==> src/rtl/trip_pkg.sv <==
package trip_pkg;
  localparam int DEF_N_COND = 16;
  localparam int DEF_CYC_W  = 64;

  typedef enum logic {
    ST_RUN  = 1'b0,
    ST_HALT = 1'b1
  } trip_state_e;
endpackage

==> src/rtl/trip_prio_enc.sv <==
module trip_prio_enc #(
  parameter int N_COND = 16,
  localparam int ID_W  = $clog2(N_COND)
) (
  input  logic              clk,
  input  logic              rst,
  input  logic [N_COND-1:0] cond,
  output logic              hit,
  output logic [ID_W-1:0]   hit_id
);
  always_comb begin
    hit    = |cond;
    hit_id = '0;
    for (int i = N_COND - 1; i >= 0; i--) begin
      if (cond[i]) hit_id = ID_W'(i);
    end
  end

  logic lowest_ok;
  always_comb begin
    lowest_ok = 1'b1;
    if (hit) begin
      if (!cond[hit_id]) lowest_ok = 1'b0;
      for (int j = 0; j < N_COND; j++) begin
        if (j < int'(hit_id) && cond[j]) lowest_ok = 1'b0;
      end
    end
  end

  assert_lowest_wins_R5: assert property (@(posedge clk) disable iff (rst) lowest_ok)
    else $error("encoder did not pick lowest set condition");
endmodule

==> src/rtl/trip_cycle_ctr.sv <==
module trip_cycle_ctr #(
  parameter int CYC_W = 64
) (
  input  logic             clk,
  input  logic             rst,
  input  logic             adv,
  output logic [CYC_W-1:0] count
);
  always_ff @(posedge clk) begin
    if (rst)      count <= '0;
    else if (adv) count <= count + 1'b1;
  end

  assert_count_step_R2: assert property (@(posedge clk) disable iff (rst)
    adv |=> count == $past(count) + 1'b1)
    else $error("counter did not step on accepted token");
  assert_count_hold_R2: assert property (@(posedge clk) disable iff (rst)
    !adv |=> $stable(count))
    else $error("counter moved without accepted token");
endmodule

==> src/rtl/trip_capture.sv <==
module trip_capture
  import trip_pkg::*;
#(
  parameter int N_COND = 16,
  parameter int CYC_W  = 64,
  localparam int ID_W  = $clog2(N_COND)
) (
  input  logic             clk,
  input  logic             rst,
  input  logic             adv,
  input  logic             hit,
  input  logic [ID_W-1:0]  hit_id,
  input  logic [CYC_W-1:0] count,
  input  logic             clear,
  output trip_state_e      state,
  output logic [ID_W-1:0]  id_q,
  output logic [CYC_W-1:0] cyc_q
);
  always_ff @(posedge clk) begin
    if (rst) begin
      state <= ST_RUN;
      id_q  <= '0;
      cyc_q <= '0;
    end else if (adv && hit) begin
      state <= ST_HALT;
      id_q  <= hit_id;
      cyc_q <= count;
    end else if (clear) begin
      state <= ST_RUN;
      id_q  <= '0;
      cyc_q <= '0;
    end
  end

  assert_trip_halts_R4: assert property (@(posedge clk) disable iff (rst)
    (adv && hit) |=> state == ST_HALT)
    else $error("trip did not halt");
  assert_no_trip_without_token_R3: assert property (@(posedge clk) disable iff (rst)
    (state == ST_RUN && !adv) |=> state == ST_RUN)
    else $error("halt without accepted token");
  assert_hold_while_halted_R7: assert property (@(posedge clk) disable iff (rst)
    (state == ST_HALT && !clear) |=> ($stable(id_q) && $stable(cyc_q) && state == ST_HALT))
    else $error("record changed while halted");
  assert_clear_releases_R8: assert property (@(posedge clk) disable iff (rst)
    (clear && !(adv && hit)) |=> (state == ST_RUN && id_q == '0 && cyc_q == '0))
    else $error("clear did not release");
endmodule

==> src/rtl/trip_recorder.sv <==
module trip_recorder
  import trip_pkg::*;
#(
  parameter int N_COND = DEF_N_COND,
  parameter int CYC_W  = DEF_CYC_W,
  localparam int ID_W  = $clog2(N_COND)
) (
  input  logic              clk,
  input  logic              rst,
  input  logic [N_COND-1:0] cond_i,
  input  logic              tok_valid_i,
  output logic              tok_ready_o,
  input  logic              clear_i,
  output logic              halt_o,
  output logic              trip_valid_o,
  output logic [ID_W-1:0]   trip_id_o,
  output logic [CYC_W-1:0]  trip_cycle_o
);
  trip_state_e      state;
  logic             accept;
  logic             hit;
  logic [ID_W-1:0]  hit_id;
  logic [CYC_W-1:0] count;

  assign tok_ready_o  = (state == ST_RUN);
  assign accept       = tok_valid_i && tok_ready_o;
  assign halt_o       = (state == ST_HALT);
  assign trip_valid_o = (state == ST_HALT);

  trip_prio_enc #(.N_COND(N_COND)) u_enc (
    .clk(clk), .rst(rst), .cond(cond_i), .hit(hit), .hit_id(hit_id)
  );

  trip_cycle_ctr #(.CYC_W(CYC_W)) u_ctr (
    .clk(clk), .rst(rst), .adv(accept), .count(count)
  );

  trip_capture #(.N_COND(N_COND), .CYC_W(CYC_W)) u_cap (
    .clk(clk), .rst(rst), .adv(accept), .hit(hit), .hit_id(hit_id),
    .count(count), .clear(clear_i), .state(state),
    .id_q(trip_id_o), .cyc_q(trip_cycle_o)
  );

  assert_blocked_count_R6: assert property (@(posedge clk) disable iff (rst)
    (halt_o && tok_valid_i) |=> $stable(count))
    else $error("blocked token advanced target time");
endmodule

==> config.mk <==
export PLATFORM = sky130hd
export DESIGN_NAME = trip_recorder
export DESIGN_NICKNAME = d
export VERILOG_FILES = /design/src/rtl/trip_pkg.sv /design/src/rtl/trip_prio_enc.sv /design/src/rtl/trip_cycle_ctr.sv /design/src/rtl/trip_capture.sv /design/src/rtl/trip_recorder.sv
export SDC_FILE = /design/constraint.sdc
export NUM_CORES = 1
export LEC_CHECK = 0
export CORE_ASPECT_RATIO = 1.75
export CORE_UTILIZATION = 45
export CTS_CLUSTER_DIAMETER = 30
export DETAILED_ROUTE_END_ITERATION = 7
export MAX_ROUTING_LAYER = met4
export PLACE_DENSITY_LB_ADDON = 0.08
export SLEW_MARGIN = 20
export SYNTH_ARGS = -nofsm -noshare
export SYNTH_HDL_FRONTEND = slang
export SYNTH_SLANG_ARGS = --single-unit
==> constraint.sdc <==
create_clock -name clk -period 4.7 [get_ports clk]
set_input_delay 0.94 -clock clk [delete_from_list [all_inputs] [get_ports clk]]
set_output_delay 0.94 -clock clk [all_outputs]
set_load 0.02 [all_outputs]
* After elaboration in Yosys (flattened, before gate mapping)
Cells that the tools add are included.
Word-level totals: word-level logic and storage cells 32, input port bits 20, flip-flop bits (word level) 133, output and inout bits 71
Cells by class: bitwise operators 1, $add $sub $neg 1, reduce and logical (&&, ||, !) cells 4, multiplexer cells 22
Operator list (count):
- 64-bit 2-to-1 mux | 2
- 4-bit 2-to-1 mux | 18
- 64-bit by 1-bit adder with 64-bit output, second input constant | 1
- 16-bit OR reduction | 1
- 1-bit logical AND | 2
- 1-bit 2-to-1 mux | 2
- 2-bit nonzero test | 1
- 1-bit NOT | 1

* Logic depth before layout (Yosys ltp)
Gate-level depths: netlist of run 1.
word-level depth 17, gate-level depth with buffers 8, depth with buffers taken out 5

* Cells and area by module
A second synthesis of run 1 with hierarchy kept.
Unflattened totals: cell total of the unflattened synthesis 691, area total of the unflattened synthesis 5985.7 um2
By module, submodules not included:
- trip_cycle_ctr | cells each 347, times used 1, seq. area each 1281.2 um2, area an instance 3027.9 um2
- trip_capture | cells each 307, times used 1, seq. area each 1381.3 um2, area an instance 2763.9 um2
- trip_prio_enc | cells each 34, times used 1, seq. area each 0.0 um2, area an instance 176.4 um2
- trip_recorder | cells each 3, times used 1, seq. area each 0.0 um2, area an instance 17.5 um2

* Worst setup path after synthesis of run 1
No wires, ideal clock.
path kind in2reg, start point input port cond_i[9], end point register u_cap.cyc_q[31], setup time 0.132 ns, data arrival time 2.376 ns, stages on the path 7, buffers on the path 2, data required time 4.568 ns, path slack 2.192 ns, path through or4_1 > nand2b_1 > o21a_1 > clkbuf_1 > clkbuf_1 > nand2_1 > a21oi_1
On the way: longest elaborated chain between the ends 3, elaborated cells between the ends (all ways) 4, classes of those cells mux (1); reduce/logical (3)
RTL lines:
- start: declaration | line trip_recorder.sv:10 | input logic [N_COND-1:0] cond_i,
- 16-bit OR reduction (*) | line trip_prio_enc.sv:12 | hit = |cond;
- 1-bit logical AND (*) | line trip_capture.sv:24 | end else if (adv && hit) begin
- 64-bit 2-to-1 mux or 2-bit nonzero test (tied branches)
- end signal: assignment | line trip_capture.sv:27 | cyc_q <= count;
- end: declaration | line trip_capture.sv:17 | output logic [CYC_W-1:0] cyc_q
Mark *: on every way between the ends. The rest lies on a longest branch, timed or not. A chain may end at the register's enable or synchronous reset.

* Final worst setup path of run 1
start point input port tok_valid_i, end point register u_ctr.count[56]
On the way: longest elaborated chain between the ends 1
RTL lines:
- start: declaration | line trip_recorder.sv:11 | input logic tok_valid_i,
- 1-bit logical AND | line trip_recorder.sv:26 | assign accept = tok_valid_i && tok_ready_o;
- end signal: assignment | line trip_cycle_ctr.sv:11 | else if (adv) count <= count + 1'b1;
- end: declaration | line trip_cycle_ctr.sv:7 | output logic [CYC_W-1:0] count
Every way passes these cells.

==> results.py, run 1 <==
metrics = {
    "global_route": {
        "grt-ovfl-total": 0,
        "grtUsageMet1_pct": 25.6,
        "grt_first_pass_wirelength_mm": 25.0,
        "grt_antenna_before_repair": 0,
        "grt_pass1_vias": 5264,
        "grt_max_degree": 109,
        "gr-usage-met3_pct": 3.68,
        "top_usage_layer": "met2",
        "grt_usage_pct": 23.6,
        "grt_util_met2_pct": 41.9,
    },
    "drt": {
        "postRouteAntennaNets": 0,
        "drt-total-wl_mm": 15.1,
        "avgRoutedWirePerCell_um": 15.9,
        "via_per_inst": 5.75,
        "drt-pass1-iter-count": 5,
        "vias": 5455,
        "drc_errors": 0,
        "drtIter0Drc": 253,
    },
    "logic_synthesis": {
        "ys_types": 41,
        "yosysWarnings": 0,
        "synthAdderAreaFrac_pct": 0.210,
        "syn_area_um2": 5960,
        "ys_async_sr_fraction_pct": 0,
        "synthMuxAreaShare_pct": 0.168,
        "synth_top_family_by_area": "simple AND/OR/NAND/NOR gates",
        "synth_seq_cells": 133,
        "synth_xor_xnor_area_share_pct": 3.97,
        "synth.avg_cell_area_um2": 8.45,
        "synth_top_area_cell": "dfxtp_1",
        "ys_seq_area_share_pct": 44.7,
        "synth_area_leaders": "dfxtp_1 (45%), a21oi_1 (9.0%), nand3b_1 (8.3%)",
        "synth_nets": 726,
        "synthFlopType": "dfxtp_1",
        "yosys.area_share.simple_pct": 31.8,
        "synth_compound_area_share_pct": 14.6,
        "synth_edf_count": 0,
        "synth_cells": 705,
        "yosys.area.top_type_share_pct": 44.7,
    },
    "power": {
        "swShare_pct": 20.5,
        "pwr-share-seq_pct": 44.3,
        "peakVddDrop_mv": 0.241,
        "pwr-share-clk_pct": 51.2,
        "p_leak_nw": 2.35,
        "total_power_mw": 2.56,
        "p_sw_uw": 527,
        "comb_power_share_pct": 4.5,
        "p_int_mw": 2.04,
        "power_density_nw_per_um2": 343,
    },
    "sta": {
        "rsz0062_at_grt": "false",
        "slew_headroom_pct": 27.4,
        "hold_violations": 0,
        "fmax_mhz": 336,
        "timing.hold.ws_ps": 473,
        "period_minus_slack_ps": 2970,
        "setup_viol": 0,
        "tightestPinTransition_ps": 1090,
        "tns_ps": 0,
        "fin_crit_sh_pct": 63.3,
        "maxSlewViolCount": 0,
        "clock_skew_ps": 6.62,
    },
    "layout": {
        "fin_area_um2": 7490,
        "multi_input_area_um2": 3030,
        "register_area_um2": 2660,
        "diodes": 0,
        "fillerInstances": 1233,
        "layout-drive-gt1-share_pct": 5.40,
        "final_nets": 790,
        "mostFrequentLayoutCells": "dfxtp_1 (133), a21oi_1 (107), clkdlybuf4s50_1 (89)",
        "syn2layout_area_growth_pct": 25.7,
        "layout_commonest_cell": "dfxtp_1",
    },
    "setup_path": {
        "endpoint_kind": "flop",
        "critPathKind": "in2reg",
        "critical_path.max_fanout": 19,
        "crit_arrival_ps": 3300,
        "startpoint_type": "primary input",
        "reg2reg_setup_slack_ps": 1840,
        "crit_required_ps": 5030,
        "reg2reg_depth": 5,
    },
    "placement": {
        "port_buffers": 90,
        "place_area_um2": 6910,
        "hpwl_mm": 10.0,
        "place.gp.congestion": 0.853,
    },
    "clock_tree": {
        "ctsResizeCount": 0,
        "clk_pin_slew_ps": 50,
        "cts_tree": "done",
        "cts_buffers": 17,
        "cts_setup_buffers": 0,
        "cts.sinks": 133,
        "cts_max_path_buffers": 2,
        "cts-root-buf": "clkbuf_16",
        "hold_buffers": 0,
        "clock_latency_ps": 410,
        "h-tree-depth": 4,
    },
    "floorplan": {
        "core_area_um2": 12900,
        "rows": 55,
        "ios": 91,
        "start_util_pct": 46.0,
        "die_w_um": 89.0,
        "die_h_um": 154,
        "die_area_um2": 13700,
    },
    "hold_path": {
        "hp-class": "reg2reg",
        "holdPathStages": 2,
    },
    "run_status": {
        "status": "completed",
    },
    "job": {
        "maxCapViolations": 0,
    },
}
==> sequential cells by signal, indices dropped and copies added, names as in the netlist <==
signal	cells
u_cap.state	1
u_cap.id_q	4
u_ctr.count	64
u_cap.cyc_q	64
==> cells in the mapped netlist, types with 9 or more instances <==
cell type and n:
clkbuf_1 42, or3_1 9, dfxtp_1 133, and4_1 14
nor2_1 42, xor2_1 22, or4_1 20, nand4_1 25
inv_1 11, nand3b_1 66, nand3_1 20, a21oi_1 107
and2_1 9, nand2_1 86, o31ai_1 20, o21ai_0 12
==> layout make-up <==
cell class / instances / area share, %
Multi-Input combinational cell: 508 / 40.5
Sequential cell: 133 / 35.6
Timing Repair Buffer: 98 / 12.8
Clock buffer: 23 / 6.38
Tap cell: 171 / 2.86
Clock inverter: 5 / 1.34
Inverter: 11 / 0.552
==> power groups by stage <==
stage          Clock [mW]  Sequential, mW  Combinational [mW]
2_1_floorplan           0            1.16              0.0697
3_3_place_gp            0            1.16               0.115
3_5_place_dp            0            1.16               0.117
4_1_cts              1.33            1.14               0.117
5_1_grt              1.38            1.14               0.125
6_report             1.31            1.14               0.115
==> critical path, stage by stage <==
cell and delay (ps):
clkdlybuf4s50_1 470, and4b_1 310, nand4_1 670, or4_1 750, a21oi_1 150
==> stage by stage <==
step / cells / util (%) / worst slack (ps)
after floorplan: 705 / - / 2190
after global placement: 921 / 53.4 / 1330
after detailed placement: 921 / 53.4 / 1240
after CTS: 949 / 57.9 / 1680
after global routing: 949 / 57.9 / 1560
final: 949 / 57.9 / 1730
==> metal layers <==
metal | routed length [um] | part of all wire [%]
met4 | 420 | 2.8
met5 | 0 | 0
met3 | 386 | 2.6
met1 | 6010 | 40
met2 | 8280 | 55
==> kinds of logic (layout without fill, tap and decap cells) <==
group	after synthesis	after routing
and+or+nand+nor	325	325
AOI/OAI and AO/OA	154	154
DFF	133	133
adders and majority gates	1	1
xor gates and xnor gates	27	27
muxes	1	1
buffers and inverters	64	137
==> path summary, 6_finish.rpt <==
| path | start | endpoint |
|---|---|---|
| max | tok_valid_i | u_ctr.count[56] |
| min | u_ctr.count[63] | u_cap.cyc_q[63] |
| max reg2reg | u_ctr.count[12] | u_ctr.count[60] |
| min reg2reg | u_ctr.count[63] | u_cap.cyc_q[63] |
No activity file was read; power rests on OpenSTA's default activity.
==> run 2: changes to the inputs <==
==> constraint.sdc (replaced) <==
create_clock -name clk -period 2.8 [get_ports clk]
set_input_delay 0.56 -clock clk [delete_from_list [all_inputs] [get_ports clk]]
set_output_delay 0.56 -clock clk [all_outputs]
set_load 0.02 [all_outputs]
==> run 2 against run 1 <==
Against the previous run: utilization grew 1.5 points; first-iteration DRC count down 7.1%; wire length up 2.1%; register-to-register slack worse by 1200 ps; largest cell class unchanged; highest routed layer unchanged.
==> results.py, run 2 (synthesis gave the netlist of run 1 again) <==
metrics = {
    "run_status": {
        "status": "completed",
    },
    "sta": {
        "fmax_mhz": 442,
        "hold_violations": 0,
        "fin_crit_sh_pct": 80.8,
        "tns_ps": 0,
        "maxSlewViolCount": 0,
        "setup_viol": 0,
        "clock_skew_ps": 6.68,
        "period_minus_slack_ps": 2260,
        "rsz0062_at_grt": "false",
        "tightestPinTransition_ps": 862,
        "slew_headroom_pct": 42.5,
    },
    "setup_path": {
        "crit_required_ps": 3070,
        "startpoint_type": "primary input",
        "reg2reg_depth": 6,
        "crit_arrival_ps": 2530,
        "critical_path.max_fanout": 33,
        "r2r-end": "u_ctr.count[47]",
        "worstReg2RegStart": "u_ctr.count[4]",
        "endpoint_kind": "flop",
        "reg2reg_setup_slack_ps": 600,
        "critPathKind": "in2reg",
    },
    "floorplan": {
        "start_util_pct": 46.0,
        "die_h_um": 154,
        "die_area_um2": 13700,
        "die_w_um": 89.0,
        "core_area_um2": 12900,
        "ios": 91,
        "rows": 55,
    },
    "drt": {
        "postRouteAntennaNets": 0,
        "wl_met3_um": 565,
        "drt-total-wl_mm": 15.4,
        "vias": 5478,
        "highest_layer": "met4",
        "drt-pass1-iter-count": 4,
        "wl_met2_mm": 8.52,
        "avgRoutedWirePerCell_um": 16.0,
        "drc_errors": 0,
        "via_per_inst": 5.70,
        "drtIter0Drc": 235,
        "m1WireLength_mm": 6.02,
    },
    "clock_tree": {
        "clock_latency_ps": 420,
        "cts_tree": "done",
        "cts_max_path_buffers": 2,
        "ctsResizeCount": 0,
        "cts_setup_buffers": 0,
        "clk_pin_slew_ps": 60,
        "cts_buffers": 17,
        "hold_buffers": 0,
        "h-tree-depth": 4,
        "cts-root-buf": "clkbuf_16",
        "cts.sinks": 133,
    },
    "layout": {
        "fillerInstances": 1201,
        "layoutNonFillerInstCount": 961,
        "layout-drive-gt1-share_pct": 7.09,
        "diodes": 0,
        "reg_top3": "u_cap.cyc_q x64, u_ctr.count x64, u_cap.id_q x4",
        "final_nets": 798,
        "mostFrequentLayoutCells": "dfxtp_1 (133), a21oi_1 (107), clkdlybuf4s50_1 (89)",
        "layout_commonest_cell": "dfxtp_1",
        "syn2layout_area_growth_pct": 29.1,
    },
    "power": {
        "pwr-share-seq_pct": 41.3,
        "p_leak_nw": 2.44,
        "peakVddDrop_mv": 0.467,
        "p_sw_uw": 974,
        "comb_power_share_pct": 4.6,
        "pwr-share-clk_pct": 54.1,
        "power_density_nw_per_um2": 600,
        "p_int_mw": 3.64,
        "swShare_pct": 21.1,
    },
    "hold_path": {
        "hp-class": "reg2reg",
        "hp-start": "u_cap.id_q[0]",
        "holdPathStages": 2,
        "hold_path_end": "u_cap.id_q[0]",
    },
    "placement": {
        "hpwl_mm": 10.2,
        "dp.cells": 929,
        "place.gp.congestion": 0.856,
        "port_buffers": 90,
    },
    "global_route": {
        "grt_first_pass_wirelength_mm": 25.0,
        "grt-ovfl-total": 0,
        "grt_usage_pct": 24.1,
        "grt_antenna_before_repair": 0,
        "grt_pass1_vias": 5145,
        "grt_max_degree": 76,
    },
    "job": {
        "maxCapViolations": 0,
    },
}
-- run 2: worst max-delay path, stage by stage --
cell             delay, ps
clkdlybuf4s50_1        460
or4_1                  570
nand2b_1               230
o21a_2                 270
buf_4                  240
o21ai_0                130
o41ai_1                 80
-- run 2: worst max-delay path by stage --
| stage | startpoint | endpoint | slack, ps | cells after the start |
|---|---|---|---|---|
| after detailed placement | cond_i[8] | u_cap.id_q[0] | 100 | 7 |
| after global routing | cond_i[1] | u_cap.id_q[0] | 420 | 7 |
| after floorplan | cond_i[9] | u_cap.cyc_q[31] | 670 | 7 |
| after CTS | cond_i[8] | u_cap.id_q[0] | 540 | 7 |
| after global placement | cond_i[8] | u_cap.id_q[2] | 140 | 7 |
| final | cond_i[8] | u_cap.id_q[0] | 540 | 7 |
-- run 2: final cells by class --
type | instances | area, um^2 | area share (%)
Multi-Input combinational cell | 508 | 3030 | 39.4
Timing Repair Buffer | 106 | 1070 | 13.9
Tap cell | 171 | 214 | 2.78
Sequential cell | 133 | 2660 | 34.6
Inverter | 11 | 41.3 | 0.537
Clock inverter | 11 | 198 | 2.57
Clock buffer | 21 | 470 | 6.12
-- run 2: per-stage QoR --
| stage | utilization (%) | hold WS [ps] | worst slack (ps) | instance area [um^2] | power (mW) |
|---|---|---|---|---|---|
| 2_1_floorplan | - | 440 | 672 | 5960 | 2.07 |
| 3_3_place_gp | 54.2 | 456 | 141 | 7020 | 2.16 |
| 3_5_place_dp | 54.2 | 467 | 98.8 | 7020 | 2.16 |
| 4_1_cts | 59.4 | 474 | 537 | 7690 | 4.66 |
| 5_1_grt | 59.4 | 507 | 421 | 7690 | 4.76 |
| 6_report | 59.4 | 475 | 537 | 7690 | 4.61 |
-- run 2: power by group through the flow --
stage / sequential [mW] / combinational [mW] / clock [mW]
final: 1.91 / 0.211 / 2.50
after global routing: 1.91 / 0.230 / 2.62
after CTS: 1.91 / 0.213 / 2.54
after detailed placement: 1.95 / 0.213 / 0
after global placement: 1.95 / 0.208 / 0
after floorplan: 1.95 / 0.117 / 0
-- run 2: metal layers --
metal / vias to the layer above / global-route usage [%]
met5: - / -
met4: 0 / 8.16
met3: 19 / 5.28
met2: 122 / 43.1
met1: 2643 / 25.7
li1: 2694 / -
